$ cat src/rtl/msc_pkg.sv
package msc_pkg;

    typedef enum logic {
        MODE_THREAD  = 1'b0,
        MODE_HANDLER = 1'b1
    } mode_e;

    localparam int STAT_W      = 32;
    localparam int FLAG_MSB    = 31;
    localparam int FLAG_LSB    = 28;
    localparam int TBIT_POS    = 24;
    localparam int CTRL_W      = 2;
    localparam int CTRL_PRIV   = 0;
    localparam int CTRL_MAINSP = 1;

endpackage

$ cat src/rtl/msc_mode_fsm.sv
module msc_mode_fsm
    import msc_pkg::*;
#(
    parameter int EXC_W = 9
) (
    input  logic             clk,
    input  logic             rst_n,
    input  logic             exc_enter,
    input  logic             exc_return,
    input  logic [EXC_W-1:0] exc_num,
    output mode_e            mode,
    output logic [EXC_W-1:0] exc_active
);

    mode_e            state_q;
    mode_e            state_d;
    logic [EXC_W-1:0] num_q;

    // state register
    always_ff @(posedge clk or negedge rst_n) begin
        if (!rst_n) begin
            state_q <= MODE_THREAD;
        end else begin
            state_q <= state_d;
        end
    end

    // transitions: enter, nest, return
    always_comb begin
        state_d = state_q;
        unique case (state_q)
            MODE_THREAD: begin
                if (exc_enter) begin
                    state_d = MODE_HANDLER;
                end
            end
            MODE_HANDLER: begin
                if (exc_enter) begin
                    state_d = MODE_HANDLER;
                end else if (exc_return) begin
                    state_d = MODE_THREAD;
                end
            end
        endcase
    end

    // captured exception number
    always_ff @(posedge clk or negedge rst_n) begin
        if (!rst_n) begin
            num_q <= '0;
        end else if (exc_enter) begin
            num_q <= exc_num;
        end else if (state_d == MODE_THREAD) begin
            num_q <= '0;
        end
    end

    // outputs
    always_comb begin
        mode       = state_q;
        exc_active = (state_q == MODE_HANDLER) ? num_q : '0;
    end

    p_enter_handler_r2: assert property (@(posedge clk) disable iff (!rst_n)
        exc_enter |=> (mode == MODE_HANDLER));

    p_return_thread_r3: assert property (@(posedge clk) disable iff (!rst_n)
        (exc_return && !exc_enter && mode == MODE_HANDLER) |=> (mode == MODE_THREAD));

    p_thread_no_return_r3: assert property (@(posedge clk) disable iff (!rst_n)
        (exc_return && !exc_enter && mode == MODE_THREAD) |=> (mode == MODE_THREAD));

    p_exc_zero_thread_r8: assert property (@(posedge clk) disable iff (!rst_n)
        (mode == MODE_THREAD) |-> (exc_active == '0));

endmodule

$ cat src/rtl/msc_ctrl_regs.sv
module msc_ctrl_regs
    import msc_pkg::*;
(
    input  logic              clk,
    input  logic              rst_n,
    input  logic              wr_en,
    input  logic              wr_allowed,
    input  logic [CTRL_W-1:0] wdata,
    output logic              thread_priv,
    output logic              thread_main_sp
);

    logic [CTRL_W-1:0] ctrl_q;

    always_ff @(posedge clk or negedge rst_n) begin
        if (!rst_n) begin
            ctrl_q <= '0;
        end else if (wr_en && wr_allowed) begin
            ctrl_q <= wdata;
        end
    end

    always_comb begin
        thread_priv    = ctrl_q[CTRL_PRIV];
        thread_main_sp = ctrl_q[CTRL_MAINSP];
    end

    p_unpriv_write_ignored_r6: assert property (@(posedge clk) disable iff (!rst_n)
        (wr_en && !wr_allowed) |=> $stable(ctrl_q));

    p_priv_write_taken_r6: assert property (@(posedge clk) disable iff (!rst_n)
        (wr_en && wr_allowed) |=> (ctrl_q == $past(wdata)));

endmodule

$ cat src/rtl/msc_sp_bank.sv
module msc_sp_bank #(
    parameter int          SP_W    = 32,
    parameter logic [31:0] MSP_RST = 32'h2000_1000,
    parameter logic [31:0] PSP_RST = 32'h2000_0800
) (
    input  logic            clk,
    input  logic            rst_n,
    input  logic            sel_main,
    input  logic            wr_en,
    input  logic [SP_W-1:0] wdata,
    output logic [SP_W-1:0] rdata
);

    localparam int NBANK    = 2;
    localparam int IDX_MAIN = 0;
    localparam int IDX_PROC = 1;

    logic [SP_W-1:0] sp_q [NBANK];
    logic [SP_W-1:0] wval;

    always_comb begin
        wval      = wdata;
        wval[1:0] = 2'b00;
    end

    for (genvar b = 0; b < NBANK; b++) begin : g_bank
        localparam logic [SP_W-1:0] RST_VAL =
            (b == IDX_MAIN) ? MSP_RST[SP_W-1:0] : PSP_RST[SP_W-1:0];
        logic hit;
        assign hit = wr_en && (sel_main == (b == IDX_MAIN));
        always_ff @(posedge clk or negedge rst_n) begin
            if (!rst_n) begin
                sp_q[b] <= RST_VAL;
            end else if (hit) begin
                sp_q[b] <= wval;
            end
        end
    end

    assign rdata = sel_main ? sp_q[IDX_MAIN] : sp_q[IDX_PROC];

    p_other_sp_kept_r7: assert property (@(posedge clk) disable iff (!rst_n)
        (wr_en && sel_main) |=> $stable(sp_q[IDX_PROC]));

    p_other_sp_kept_b_r7: assert property (@(posedge clk) disable iff (!rst_n)
        (wr_en && !sel_main) |=> $stable(sp_q[IDX_MAIN]));

    p_aligned_r7: assert property (@(posedge clk) disable iff (!rst_n)
        wr_en |=> (sp_q[IDX_MAIN][1:0] == 2'b00 || sp_q[IDX_PROC][1:0] == 2'b00));

endmodule

$ cat src/rtl/mode_stack_ctrl.sv
module mode_stack_ctrl
    import msc_pkg::*;
#(
    parameter int          EXC_W   = 9,
    parameter int          SP_W    = 32,
    parameter logic [31:0] MSP_RST = 32'h2000_1000,
    parameter logic [31:0] PSP_RST = 32'h2000_0800
) (
    input  logic              clk,
    input  logic              rst_n,
    input  logic              exc_enter,
    input  logic [EXC_W-1:0]  exc_num,
    input  logic              exc_return,
    input  logic              ctrl_wr,
    input  logic [CTRL_W-1:0] ctrl_wdata,
    input  logic              sp_wr,
    input  logic [SP_W-1:0]   sp_wdata,
    input  logic [3:0]        alu_flags,
    output logic              mode_handler,
    output logic              priv,
    output logic [SP_W-1:0]   sp_value,
    output logic [STAT_W-1:0] status
);

    mode_e            mode;
    logic [EXC_W-1:0] exc_active;
    logic             thread_priv;
    logic             thread_main_sp;
    logic             sel_main;

    msc_mode_fsm #(.EXC_W(EXC_W)) u_fsm (
        .clk        (clk),
        .rst_n      (rst_n),
        .exc_enter  (exc_enter),
        .exc_return (exc_return),
        .exc_num    (exc_num),
        .mode       (mode),
        .exc_active (exc_active)
    );

    msc_ctrl_regs u_ctrl (
        .clk            (clk),
        .rst_n          (rst_n),
        .wr_en          (ctrl_wr),
        .wr_allowed     (priv),
        .wdata          (ctrl_wdata),
        .thread_priv    (thread_priv),
        .thread_main_sp (thread_main_sp)
    );

    msc_sp_bank #(
        .SP_W    (SP_W),
        .MSP_RST (MSP_RST),
        .PSP_RST (PSP_RST)
    ) u_sp (
        .clk      (clk),
        .rst_n    (rst_n),
        .sel_main (sel_main),
        .wr_en    (sp_wr),
        .wdata    (sp_wdata),
        .rdata    (sp_value)
    );

    always_comb begin
        mode_handler = (mode == MODE_HANDLER);
        priv         = mode_handler || thread_priv;
        sel_main     = mode_handler || thread_main_sp;
    end

    always_comb begin
        status                     = '0;
        status[FLAG_MSB:FLAG_LSB]  = alu_flags;
        status[TBIT_POS]           = 1'b1;
        status[EXC_W-1:0]          = exc_active;
    end

    p_handler_priv_r4: assert property (@(posedge clk) disable iff (!rst_n)
        mode_handler |-> priv);

    p_handler_main_sp_r5: assert property (@(posedge clk) disable iff (!rst_n)
        (exc_enter && !sp_wr) |=> (sp_value == $past(u_sp.sp_q[0])));

    p_tbit_r8: assert property (@(posedge clk) disable iff (!rst_n)
        status[TBIT_POS] && (status[FLAG_MSB:FLAG_LSB] == alu_flags));

endmodule

$ cat config.mk
export PLATFORM = sky130hd
export DESIGN_NAME = mode_stack_ctrl
export DESIGN_NICKNAME = d
export VERILOG_FILES = /design/src/rtl/msc_pkg.sv /design/src/rtl/msc_mode_fsm.sv /design/src/rtl/msc_ctrl_regs.sv /design/src/rtl/msc_sp_bank.sv /design/src/rtl/mode_stack_ctrl.sv
export SDC_FILE = /design/constraint.sdc
export NUM_CORES = 1
export LEC_CHECK = 0
export ABC_AREA = 0
export BUFFER_PORTS_ARGS = -buffer_cell sky130_fd_sc_hd__buf_2
export CORE_MARGIN = 5
export CORE_UTILIZATION = 49
export DETAILED_ROUTE_END_ITERATION = 6
export GPL_TIMING_DRIVEN = 0
export PLACE_DENSITY = 0.81
export RECOVER_POWER = 50
export SLEW_MARGIN = 25
export SYNTH_ARGS = -nofsm -noshare
export SYNTH_HDL_FRONTEND = slang
export SYNTH_SLANG_ARGS = --single-unit
$ cat constraint.sdc
create_clock -name clk -period 1.8 [get_ports clk]
set_clock_uncertainty 0.1 [all_clocks]
set_input_delay 0 -clock clk [delete_from_list [all_inputs] [get_ports clk]]
set_output_delay 0 -clock clk [all_outputs]
set_load 0.1 [all_outputs]
---- Word-level counts from Yosys, hierarchy flattened ----
Index checks and enable logic that the tools add are counted.
W data, S select, Z words.
word-level totals
  flip-flop bits (word level) ............. 72
  input port bits ......................... 53
  output and inout port bits .............. 66
  word-level logic and storage cells ...... 21
cells by class
  eq/ne operators ......................... 1
  muxes and demuxes ....................... 8
  bitwise logic cells ..................... 2
  reduce and logical (&&, ||, !) cells .... 5
operators by type and width
  operator              count
  $mux W32              1
  $mux W9               3
  $logic_and A1 B1 Y1   3
  $mux W1               3
  $logic_or A1 B1 Y1    2
  $ne A2 B2 Y1 const B  1
  $not A1 Y1            2
  $pmux W1 S2           1

---- Depth between registers and ports, before layout ----
Gate-level depths: netlist (run 1).
  depth after elaboration ................. 5
  mapped depth ............................ 3

---- Modules after synthesis ----
From an unflattened synthesis (run 1), not the netlist that was laid out.
unflattened totals
  cells, all modules ...................... 233
  area, all modules ....................... 3326.9 um^2
by module, submodules not included
  module           instances  cells an instance  area each (um^2)  seq. area each (um^2)
  msc_sp_bank      1          164                2593.7            1506.4
  msc_mode_fsm     1          37                 464.2             250.2
  mode_stack_ctrl  1          27                 192.7             0.0
  msc_ctrl_regs    1          5                  76.3              50.0

---- Least setup slack after synthesis (run 1) ----
OpenSTA, ideal clock, no wires.
  kind .................................... reg-to-reg
  start ................................... register u_fsm.state_q, in the netlist u_fsm.mode
  end ..................................... register u_fsm.num_q[1]
  setup time .............................. 0.070 ns
  arrival time ............................ 2.288 ns
  setup slack ............................. -0.659 ns
  cell stages (with the launch flop) ...... 4
  clock period less this slack ............ 2.459 ns
  path through ............................ dfrtp_1 clkbuf_1 and2_1 a22o_1
between the ends
  longest elaborated chain between the ends .. 3
RTL lines
  what                        line                source
  start, declared             msc_mode_fsm.sv:15  mode_e state_q;
  start signal, assigned      msc_mode_fsm.sv:24  state_q <= state_d;
  $not A1 Y1                  msc_mode_fsm.sv:31  unique case (state_q)
  $pmux W1 S2 (*)             msc_mode_fsm.sv:31
  $ne A2 B2 Y1 (no line) (*)  --
  end signal, assigned        msc_mode_fsm.sv:52  num_q <= exc_num;
  end, declared               msc_mode_fsm.sv:17  logic [EXC_W-1:0] num_q;
Mark *: on every way between the ends. The rest lies on a longest branch, timed or not.
A chain may end at the register's enable or synchronous reset.

---- Worst setup path after layout (run 1) ----
  start ................................... register u_ctrl.ctrl_q[1]
  end ..................................... output sp_value[21]
between the ends
  longest elaborated chain between the ends .. 2
RTL lines
  what                    line                   source
  start, declared         msc_ctrl_regs.sv:13    logic [CTRL_W-1:0] ctrl_q;
  start signal, assigned  msc_ctrl_regs.sv:19    ctrl_q <= wdata;
  $logic_or A1 B1 Y1      mode_stack_ctrl.sv:67  sel_main = mode_handler || thread_main_sp;
  $mux W32                msc_sp_bank.sv:40      assign rdata = sel_main ? sp_q[IDX_MAIN] : sp_q[IDX_PROC];
  end, declared           mode_stack_ctrl.sv:21  output logic [SP_W-1:0] sp_value,
Every way passes these cells.

==> qor.csv, run 1 <==
stage;metric;value;unit
critical_path;critical_path_peak_fanout;10;
layout;insertedDiodeCount;0;
timing;report.final.slew_viol_count;0;
placement;dp.cells;418;
timing;max_freq;564;MHz
logic_synthesis;synth_top_cells_by_area;dfrtp_1 (52%), mux2_1 (21%), mux2_2 (9.9%);
routing;vias;2340;
critical_path;worstSetupStartpointType;flop;
floorplan;start_util;51.1;%
floorplan;core_region_area;6420;sq um
floorplan;die_area;8440;sq um
critical_path;r2r_start;u_fsm.mode$_DFF_PN0_;
cts;numClockSinks;72;
timing;setup_viol;0;
logic_synthesis;synth.ff_latch_count;72;
placement;detailedPlacementHpwl;4880;um
logic_synthesis;netlist.top_cell.by_area;dfrtp_1;
logic_synthesis;asyncSetResetFlopFracSynth;100;%
routing;firstDrtPassIters;4;
routing;remaining_drc_errors;0;
critical_path;endpoint_class_of_the_critical_path;output pin;
layout;layout-drive-gt1-share;46.7;%
cts;cts-root-buf;clkbuf_8;
critical_path;worst_r2r_path_depth;4;
timing;timing.final.ws_setup;0.0277;ns
grt;grt_pass1_wl;12900;um
cts;cts_tree;built;
min_path;hold_path_class;input port to flop;
floorplan;ios;119;
routing;route.detailed.wl_per_inst;16.6;um
timing;fin_crit;1.77;ns
min_path;worst_hold_path.endpoint;u_fsm.num_q[4]$_DFFE_PN0P_;
cts;cts_htree_levels;3;
logic_synthesis;synth_area;3280;sq um
layout;postLayoutCoreUtil;75.0;%
timing;fin_crit_sh;98.5;%
logic_synthesis;synth.lib_cells_used.distinct;18;
power;finalPower;5.85;mW
placement;numPortBuffers;91;
cts;clock_latency;0.32;ns
logic_synthesis;post_synth_inst_count;230;
layout;finish.net_count;451;
logic_synthesis;synth_warnings;0;
min_path;hold_path_startpoint;exc_enter;
min_path;hold-path-cell-count;3;
logic_synthesis;postSynth.topFlopCell;dfrtp_1;
critical_path;cp.required;1.70;ns
logic_synthesis;synth_commonest_cells;dfrtp_1 (68), mux2_1 (62), mux2_2 (29);
routing;vias_per_cell;4.88;
power;power.leakage;2.28;nW
power;power.density_cell_area;1210;nW/um^2
routing;initialDrtViolationCount;47;
layout;stdcell_area;4820;sq um
run;timing.max_cap.violations;0;
logic_synthesis;synthMostInstantiatedCell;dfrtp_1;
routing;routed_wl;7990;um
placement;detailedPlace.worstSlack;0.103;ns
grt;grt_start_max_net_pins;40;
timing;setup_repair_after_global_routing_missed_its_margin;true;
logic_synthesis;syn_avg_cell_area;14.3;sq um
placement;place_congestion;0.722;
grt;total_global_routing_track_utilization;19.5;%
timing;timing.slew.headroom;21.8;%
critical_path;arrival_time_at_the_worst_endpoint;1.67;ns
grt;grt_pass1_vias;2630;
floorplan;die_height;91.9;um
logic_synthesis;synth-seq-area-share;55.0;%
routing;ant_nets;0;
timing;number_of_hold_violations_in_the_final_report;0;
timing;max_slew.worst_pin.slew;1.18;ns
critical_path;critical_path.reg2reg.endpoint;u_sp.sp_q[43]$_DFFE_PN0P_;
layout;area_growth_syn_to_layout;46.8;%
power;max_rail_drop_vdd;851;uV
cts;numCtsBuffers;9;
floorplan;floorplan.die.width;91.9;um
logic_synthesis;synth_top_area_share;51.8;%
critical_path;timing.setup.critical_path_class;flop to output pin;
grt;grt_remaining_overflow;0;
cts;clockBufferDepth;2;
grt;grt_antenna_before_repair;0;
layout;final-instance-count-excl-fill;480;
outcome;status;complete, no violations;
floorplan;placementRows;29;
cts;worst_setup_hold_path_clk_slew;0.07;ns
placement;placedInstanceArea;3950;sq um
logic_synthesis;synth-edff-count;0;
critical_path;timing.reg2reg.setup_slack;0.11;ns
==> flip-flops by register name (all words and copies together), names as in the netlist <==
register and flops:
u_fsm.num_q 9, u_fsm.mode 1, u_ctrl.ctrl_q 2, u_sp.sp_q 60
==> how the worst max path moves through the flow <==
stage / slack (ns) / end / startpoint / cells past startpoint
after global routing: -0.03 / sp_value[8] / u_ctrl.ctrl_q[1]$_DFFE_PN0P_ / 4
after global placement: 0.09 / sp_value[9] / u_fsm.mode$_DFF_PN0_ / 4
final: 0.03 / sp_value[21] / u_ctrl.ctrl_q[1]$_DFFE_PN0P_ / 4
after CTS: -0.001 / sp_value[15] / u_fsm.mode$_DFF_PN0_ / 4
after floorplan: -0.11 / u_fsm.num_q[1]$_DFFE_PN0P_ / u_fsm.mode$_DFF_PN0_ / 3
after detailed placement: 0.10 / sp_value[15] / u_fsm.mode$_DFF_PN0_ / 4
==> per-layer routing <==
layer | up-vias | wire [um] | global-route usage (%)
met4 | 0 | 142 | 7.30
met1 | 1153 | 3060 | 22.0
met3 | 13 | 402 | 3.68
met2 | 77 | 4380 | 36.4
li1 | 1097 | - | -
met5 | - | 0 | 0
==> report_power, final <==
| group | leakage, nW | internal [mW] | total (mW) | switching (mW) |
|---|---|---|---|---|
| sequential | 0.846 | 1.96 | 2.12 | 0.161 |
| clock | 0.0992 | 0.608 | 1.16 | 0.555 |
| combinational | 1.33 | 0.790 | 2.56 | 1.77 |
| total | 2.28 | 3.36 | 5.85 | 2.49 |
==> worst max-delay path, stage by stage, from the launching register on <==
cell and delay [ns]:
dfrtp_2 0.44, nor2_4 0.17, buf_6 0.17, mux2_2 0.37, buf_6 0.19
==> cell type report <==
class                   count  area, sq um
plain buffers              36          272
clock buffers              13          169
clock inverters             3         15.0
fillers                   428         1600
inverters                   2         7.51
multi-input cells         139         1320
flip-flops and latches     72         1810
well taps                  77         96.3
repair buffers            138         1130
==> kinds of logic (layout without fill, tap and decap cells) <==
logic type	after synthesis	in the layout	synth area share, %
compound gates	14	14	3.24
mux	91	91	31.2
simple gates	13	13	2.52
flops	72	72	55.0
other cells	2	21	0.229
buf+inv	38	192	7.77
==> layout by cell type (no fill, tap or decap) <==
cell / n
nor2_4: 1
buf_8: 1
buf_2: 50
or2_2: 1
dfstp_2: 4
inv_1: 2
buf_12: 1
and2_2: 3
clkinv_2: 3
dlygate4sd3_1: 44
clkbuf_4: 1
conb_1: 21
a21oi_1: 2
a21o_1: 1
clkbuf_8: 12
a22o_1: 9
buf_4: 38
clkbuf_1: 7
nor2_1: 1
mux2_1: 60
o21ai_0: 1
and2_4: 6
buf_6: 31
mux2_4: 1
nor3b_2: 1
dfrtp_2: 2
mux2_2: 30
clkbuf_2: 2
o21ai_1: 1
dfrtp_1: 66
==> per-stage QoR <==
stage	setup TNS (ns)	hold WS [ns]
6_report	0	0.0856
5_1_grt	-0.378	0.0896
4_1_cts	-0.00139	0.0384
3_5_place_dp	0	-0.122
3_3_place_gp	0	0.101
2_1_floorplan	-0.106	-0.396
==> what timing repair did <==
action	in CTS	in global routing
buffers inserted	2	0
endpoints found under the setup margin	38	38
endpoints found under the hold margin	142	0
hold buffers	44	0
gates resized for setup	76	7
pin swaps	0	1
Power figures use the tool's default switching activity.
==> inputs of run 2 (changes only) <==
--- a/config.mk
+++ b/config.mk
@@ -8,12 +8,14 @@
 export ABC_AREA = 0
 export BUFFER_PORTS_ARGS = -buffer_cell sky130_fd_sc_hd__buf_2
 export CORE_MARGIN = 5
-export CORE_UTILIZATION = 49
+export CORE_UTILIZATION = 50
 export DETAILED_ROUTE_END_ITERATION = 6
 export GPL_TIMING_DRIVEN = 0
-export PLACE_DENSITY = 0.81
+export PLACE_DENSITY = 0.82
 export RECOVER_POWER = 50
+export SKIP_LAST_GASP = 1
 export SLEW_MARGIN = 25
 export SYNTH_ARGS = -nofsm -noshare
 export SYNTH_HDL_FRONTEND = slang
+export SYNTH_HIERARCHICAL = 1
 export SYNTH_SLANG_ARGS = --single-unit
==> qor.csv, run 2 <==
stage;metric;value;unit;change
outcome;status;finished, violations left;;
outcome;violated_checks;negative setup slack;;
floorplan;ios;119;;unchanged
logic_synthesis;syn_avg_cell_area;14.3;sq um;about the same
layout;finish.net_count;461;;+2.2%
routing;firstDrtPassIters;4;;unchanged
floorplan;floorplan.die.width;91.6;um;-0.31%
critical_path;arrival_time_at_the_worst_endpoint;1.76;ns;+0.09 ns
timing;number_of_hold_violations_in_the_final_report;0;;unchanged
logic_synthesis;synth_top_cells_by_area;dfrtp_1 (51%), mux2_1 (20%), mux2_2 (11%);;
layout;final-instance-count-excl-fill;490;;+2.1%
logic_synthesis;synth_area;3330;sq um;+1.3%
timing;max_freq;538;MHz;-4.7%
layout;largest_registers;u_sp/sp_q (60), u_fsm/num_q (9), u_ctrl/ctrl_q (2);;
critical_path;critPathMaxStageDelay;0.48;ns;+0.04 ns
timing;fin_crit_sh;103;%;+4.8 points
run;timing.max_cap.violations;0;;unchanged
grt;grt_antenna_before_repair;0;;unchanged
cts;cts_htree_levels;3;;unchanged
floorplan;die_area;8390;sq um;-0.62%
floorplan;placementRows;29;;unchanged
min_path;worst_hold_path.endpoint;u_sp/sp_q[63]$_DFFE_PN0P_;;
logic_synthesis;netlist.top_cell.by_area;dfrtp_1;;
min_path;hold-path-cell-count;4;;+1
routing;initialDrtViolationCount;49;;+4.3%
layout;top_register;u_sp/sp_q;;
min_path;hold_path_class;input port to flop;;
routing;dr_wl_met3;530;um;+32%
critical_path;cp.required;1.70;ns;about the same
logic_synthesis;synthMostInstantiatedCell;dfrtp_1;;
timing;report.final.slew_viol_count;0;;unchanged
logic_synthesis;post_synth_inst_count;233;;+1.3%
routing;vias;2416;;+3.2%
critical_path;crit_path_cell_trace;or2_4 -> buf_12 -> mux2_4 -> buf_12;;
critical_path;worstSetupStartpointType;flop;;
layout;layout-drive-gt1-share;45.5;%;-1.1 points
logic_synthesis;synth.ff_latch_count;72;;unchanged
critical_path;timing.reg2reg.setup_slack;-0.05;ns;-0.16 ns
cts;numClockSinks;72;;unchanged
timing;setup_repair_after_global_routing_missed_its_margin;true;;
timing;timing.slew.headroom;21.6;%;-0.14 points
placement;detailedPlacementHpwl;4860;um;-0.42%
critical_path;worst_r2r_path_depth;4;;unchanged
critical_path;critical_path.reg2reg.endpoint;u_sp/sp_q[7]$_DFFE_PN0P_;;
routing;routed-wl-met2;4360;um;-0.41%
routing;routed_wl;8280;um;+3.7%
logic_synthesis;synth.lib_cells_used.distinct;19;;+1
cts;clock_latency;0.34;ns;+0.02 ns
floorplan;start_util;51.8;%;+0.68 points
layout;fillerInstances;384;;-10%
grt;total_global_routing_track_utilization;20.4;%;+0.93 points
placement;placedInstanceArea;3980;sq um;+0.79%
power;finalPower;6.04;mW;+3.2%
layout;mostFrequentLayoutCell;dfrtp_1;;
timing;timing.final.ws_setup;-0.0588;ns;-0.0865 ns
placement;place_congestion;0.737;;+2.0%
logic_synthesis;synth_top_area_share;51.1;%;-0.68 points
grt;grt_remaining_overflow;0;;unchanged
logic_synthesis;synth_warnings;6;;+6
grt;grt_pass1_wl;13400;um;+3.7%
floorplan;core_region_area;6420;sq um;unchanged
layout;area_growth_syn_to_layout;50.1;%;
placement;numPortBuffers;91;;unchanged
critical_path;critical_path_peak_fanout;10;;unchanged
placement;dp.cells;420;;+0.48%
timing;fin_crit;1.86;ns;+0.0865 ns
layout;layout_common_cells;dfrtp_1 (67), mux2_1 (60), buf_2 (59);;
routing;detail_route.wirelength.met1;3190;um;+4.2%
routing;remaining_drc_errors;0;;unchanged
layout;number_of_flip_flops_under_the_largest_register_name;60;;unchanged
critical_path;endpoint_class_of_the_critical_path;output pin;;
layout;stdcell_area;4990;sq um;+3.6%
cts;cts-root-buf;clkbuf_8;;
min_path;hold_path_startpoint;sp_wr;;
routing;vias_per_cell;4.93;;+1.1%
critical_path;cp_slowest_cell;dfrtp_4;;
critical_path;crit_path_frequent_cell;buf_12;;
cts;clockBufferDepth;2;;unchanged
logic_synthesis;synth-edff-count;0;;unchanged
power;max_rail_drop_vdd;837;uV;-1.6%
grt;grt_start_max_net_pins;40;;unchanged
power;power.density_cell_area;1210;nW/um^2;-0.33%
logic_synthesis;synth-seq-area-share;54.3;%;-0.72 points
critical_path;timing.setup.critical_path_class;flop to output pin;;
floorplan;die_height;91.6;um;-0.31%
layout;insertedDiodeCount;0;;unchanged
cts;numCtsBuffers;9;;unchanged
logic_synthesis;synth_commonest_cells;dfrtp_1 (68), mux2_1 (60), mux2_2 (32);;
critical_path;r2r_start;u_fsm/mode$_DFF_PN0_;;
routing;top_layer_used;met4;;
cts;cts_tree;built;;
timing;max_slew.worst_pin.slew;1.18;ns;+0.00204 ns
power;power.leakage;2.37;nW;+3.9%
cts;worst_setup_hold_path_clk_slew;0.08;ns;about the same
routing;route.detailed.wl_per_inst;16.9;um;+1.6%
logic_synthesis;postSynth.topFlopCell;dfrtp_1;;
timing;setup_viol;40;;+40
grt;grt_pass1_vias;2696;;+2.5%
logic_synthesis;asyncSetResetFlopFracSynth;100;%;unchanged
routing;ant_nets;0;;unchanged
-- run 2: worst max-delay path by stage --
| stage | start | end | cells after the start |
|---|---|---|---|
| after floorplan | u_fsm/mode$_DFF_PN0_ | u_sp/sp_q[12]$_DFFE_PN0P_ | 4 |
| after global placement | u_fsm/mode$_DFF_PN0_ | u_sp/sp_q[13]$_DFFE_PN0P_ | 4 |
| after detailed placement | u_fsm/mode$_DFF_PN0_ | u_sp/sp_q[15]$_DFFE_PN0P_ | 4 |
| after CTS | u_fsm/mode$_DFF_PN0_ | sp_value[25] | 4 |
| after global routing | u_fsm/mode$_DFF_PN0_ | u_sp/sp_q[7]$_DFFE_PN0P_ | 4 |
| final | u_fsm/mode$_DFF_PN0_ | sp_value[25] | 4 |
-- run 2: layer usage --
metal	vias to the layer above	track usage [%]
met5	-	0
met1	1190	23.4
li1	1115	-
met2	91	35.9
met3	20	5.95
met4	0	7.66
-- run 2: final cells by class --
type | count | area, sq um | area share [%]
inverters | 1 | 3.75 | 0.0752
multi-input cells | 142 | 1340 | 26.9
well taps | 77 | 96.3 | 1.93
clock inverters | 3 | 42.5 | 0.852
clock buffers | 13 | 149 | 2.98
flip-flops and latches | 72 | 1810 | 36.3
plain buffers | 36 | 298 | 5.96
repair buffers | 146 | 1250 | 25.0
-- run 2: worst max-delay path: cells and delay by family (launching register included) --
| kind | cells | cell delay (ns) |
|---|---|---|
| buffers and inverters | 2 | 0.33 |
| flip-flops | 1 | 0.48 |
| multiplexers | 1 | 0.32 |
| AND/OR/NAND/NOR | 1 | 0.28 |
-- run 2: what timing repair did --
item / in CTS / in global routing
buffers inserted: 1 / 0
hold buffers: 54 / 0
resized for setup: 74 / 17
setup endpoints to repair: 50 / 61
hold endpoints to repair: 142 / 0
-- run 2: report_power, final --
| group | switching (mW) | total (mW) | internal, mW |
|---|---|---|---|
| sequential | 0.155 | 2.11 | 1.95 |
| combinational | 1.82 | 2.69 | 0.867 |
| clock | 0.567 | 1.24 | 0.678 |
| total | 2.54 | 6.04 | 3.50 |
-- run 2: cells by family (layout without fill, tap and decap cells) --
family | Yosys count | count (layout) | share of synthesized area (%)
simple gates | 19 | 19 | 4.02
buf+inv | 37 | 199 | 7.78
compound gates | 10 | 10 | 2.41
mux | 92 | 92 | 31.1
flops | 72 | 72 | 54.3
other cells | 3 | 21 | 0.338
-- run 2: metrics by stage --
| stage | worst slack (ns) | hold WS (ns) | setup TNS, ns | util, % |
|---|---|---|---|---|
| floorplan | -0.0405 | -0.396 | -0.730 | - |
| global placement | -0.0279 | 0.118 | -0.327 | 61.6 |
| detailed placement | -0.0442 | -0.121 | -0.561 | 62.0 |
| CTS | -0.0805 | 0.0471 | -1.70 | 77.1 |
| global route | -0.119 | 0.186 | -4.98 | 77.7 |
| finish | -0.0588 | 0.174 | -1.55 | 77.7 |
==> inputs of run 3 (changes only) <==
--- a/config.mk
+++ b/config.mk
@@ -13,6 +13,7 @@
 export GPL_TIMING_DRIVEN = 0
 export PLACE_DENSITY = 0.82
 export RECOVER_POWER = 50
+export REMOVE_ABC_BUFFERS = 1
 export SKIP_LAST_GASP = 1
 export SLEW_MARGIN = 25
 export SYNTH_ARGS = -nofsm -noshare
==> qor.csv, run 3 (same netlist as run 2, synthesis figures left out) <==
stage;metric;value;unit;change
grt;grt_pass1_wl;13400;um;+0.37%
layout;stdcell_area;4800;sq um;-3.8%
power;comb_power_share;41.8;%;-2.7 points
placement;placedInstanceArea;3740;sq um;-6.1%
routing;firstDrtPassIters;4;;unchanged
routing;vias_per_cell;5.07;;+2.8%
layout;largest_registers;u_sp/sp_q (60), u_fsm/num_q (9), u_ctrl/ctrl_q (2);;
cts;worst_setup_hold_path_clk_slew;0.08;ns;about the same
timing;setup_viol;0;;-100%
cts;cts_tree;built;;
placement;dp.cells;381;;-9.3%
cts;clock_latency;0.34;ns;about the same
power;clock_power_share;23.7;%;+3.1 points
power;power.leakage;2.23;nW;-6.0%
outcome;violated_checks;negative hold slack;;
timing;fin_crit_sh;97.9;%;-5.4 points
critical_path;crit_path_cell_trace;or2_4 -> mux2_2 -> buf_4;;
timing;fin_crit;1.76;ns;-0.0972 ns
timing;number_of_hold_violations_in_the_final_report;1;;+1
routing;initialDrtViolationCount;51;;+4.1%
power;internal_power;3.56;mW;+1.7%
critical_path;critPathMaxStageDelay;0.45;ns;-0.03 ns
routing;vias;2347;;-2.9%
outcome;status;finished, violations left;;
cts;numCtsBuffers;9;;unchanged
floorplan;die_height;91.6;um;unchanged
cts;cts_htree_levels;3;;unchanged
critical_path;worstSetupStartpointType;flop;;
placement;place_congestion;0.673;;-8.6%
grt;grt_remaining_overflow;0;;unchanged
layout;final-instance-count-excl-fill;463;;-5.5%
run;timing.max_cap.violations;0;;unchanged
layout;mostFrequentLayoutCell;dfrtp_1;;
power;power.switching;2.55;mW;+0.20%
floorplan;start_util;51.8;%;unchanged
layout;top_register;u_sp/sp_q;;
grt;grt_antenna_before_repair;0;;unchanged
timing;max_slew.worst_pin.slew;1.19;ns;+0.00936 ns
routing;ant_nets;0;;unchanged
floorplan;placementRows;29;;unchanged
floorplan;floorplan.die.width;91.6;um;unchanged
power;fraction_of_power_spent_switching_nets;41.7;%;-0.36 points
routing;route.detailed.wl_per_inst;17.8;um;+5.4%
power;max_rail_drop_vdd;950;uV;+13%
placement;numPortBuffers;87;;-4.4%
timing;timing.slew.headroom;20.7;%;-0.96 points
routing;remaining_drc_errors;0;;unchanged
grt;total_global_routing_track_utilization;20.4;%;-0.024 points
layout;area_growth_syn_to_layout;44.3;%;
layout;number_of_flip_flops_under_the_largest_register_name;60;;unchanged
min_path;hold_path_class;input port to flop;;
cts;numClockSinks;72;;unchanged
timing;setup_repair_after_global_routing_missed_its_margin;true;;
grt;grt_start_max_net_pins;55;;+38%
floorplan;ios;119;;unchanged
critical_path;endpoint_class_of_the_critical_path;output pin;;
critical_path;critical_path_peak_fanout;8;;-2
timing;report.final.slew_viol_count;0;;unchanged
layout;insertedDiodeCount;0;;unchanged
critical_path;arrival_time_at_the_worst_endpoint;1.66;ns;-0.10 ns
power;power.density_cell_area;1270;nW/um^2;+5.1%
routing;routed_wl;8250;um;-0.43%
power;sequentialPowerShare;34.5;%;-0.4 points
critical_path;cp_slowest_cell;dfrtp_2;;
layout;layout_common_cells;dfrtp_1 (66), mux2_1 (60), dlygate4sd3_1 (59);;
cts;cts-root-buf;clkbuf_8;;
layout;finish.net_count;434;;-5.9%
cts;clockBufferDepth;2;;unchanged
timing;holdWs;-0.0162;ns;-0.190 ns
floorplan;core_region_area;6420;sq um;unchanged
timing;max_freq;568;MHz;+5.5%
placement;detailedPlacementHpwl;4430;um;-8.9%
floorplan;die_area;8390;sq um;unchanged
critical_path;timing.setup.critical_path_class;flop to output pin;;
grt;grt_pass1_vias;2714;;+0.67%
critical_path;cp.required;1.70;ns;about the same
layout;layout-drive-gt1-share;42.2;%;-3.3 points
[run 3: cell count changes in the layout (fill, tap and decap cells not counted), moves of 2 or more]
cell           delta
buf_12            -5
buf_4            -23
dlygate4sd3_1     +6
buf_6             +4
mux2_4            -2
or2_4             +2
buf_2             -3
clkbuf_1          -6
mux2_2            +2
buf_8             -6
dfrtp_2           +2
[run 3: cell type report]
| class | count | area, sq um |
|---|---|---|
| timing repair buffer | 152 | 1280 |
| inverter | 1 | 3.75 |
| clock buffer | 11 | 151 |
| clock inverter | 5 | 78.8 |
| fill | 384 | 1620 |
| tap | 77 | 96.3 |
| multi-input combinational | 145 | 1380 |
| sequential | 72 | 1810 |
[run 3: worst max-delay path, delay by kind of cell (launching register included)]
kind          cells  cell delay, ns
simple gates      1            0.34
mux               1            0.25
buf+inv           1            0.28
flops             1            0.45
[run 3: final timing paths]
path,startpoint,end,slack (ns),depth (start not counted)
worst max-delay path,u_ctrl/ctrl_q[1]$_DFFE_PN0P_,sp_value[16],0.04,3
worst min-delay path,exc_enter,u_fsm/num_q[5]$_DFFE_PN0P_,-0.02,2
worst max register to register,u_fsm/mode$_DFF_PN0_,u_fsm/num_q[0]$_DFFE_PN0P_,0.04,4
worst min register to register,u_sp/sp_q[2]$_DFFE_PN0P_,u_sp/sp_q[2]$_DFFE_PN0P_,0.38,1
max in group asynchronous,rst_n,u_fsm/mode$_DFF_PN0_,0.27,3
min in group asynchronous,rst_n,u_fsm/num_q[1]$_DFFE_PN0P_,0.53,3
[run 3: metrics by stage]
step	power, mW	utilization [%]	setup TNS, ns	setup WS, ns	hold WS, ns
floorplan	3.99	-	-138.57	-1.94	-0.396
global placement	4.22	57.2	-166.78	-2.61	-0.0990
detailed placement	4.30	58.2	-59.68	-1.03	-0.193
CTS	6.04	73.8	0	0.00267	0.0881
global route	6.35	74.8	-0.0988	-0.0162	0.0387
finish	6.10	74.8	0	0.0384	-0.0162
[run 3: timing repair]
| item | in CTS | in global routing |
|---|---|---|
| cloned | 3 | 1 |
| endpoints found under the setup margin | 90 | 42 |
| endpoints found under the hold margin | 144 | 0 |
| pin swaps | 2 | 0 |
| gates resized for setup | 44 | 23 |
| setup buffers | 2 | 1 |
| hold buffers | 61 | 0 |
[run 3: layer usage]
metal	up-vias	wire (um)	global-route usage (%)
li1	1065	-	-
met1	1178	3230	24.0
met2	92	4290	35.1
met3	12	586	5.37
met4	0	139	8.67
met5	-	0	0
[run 3: power by group through the flow]
stage	registers, mW	logic (mW)	clock network [mW]
finish	2.11	2.55	1.45
global route	2.15	2.65	1.55
CTS	2.10	2.46	1.48
detailed placement	2.13	2.17	0
global placement	2.10	2.12	0
floorplan	2.09	1.91	0
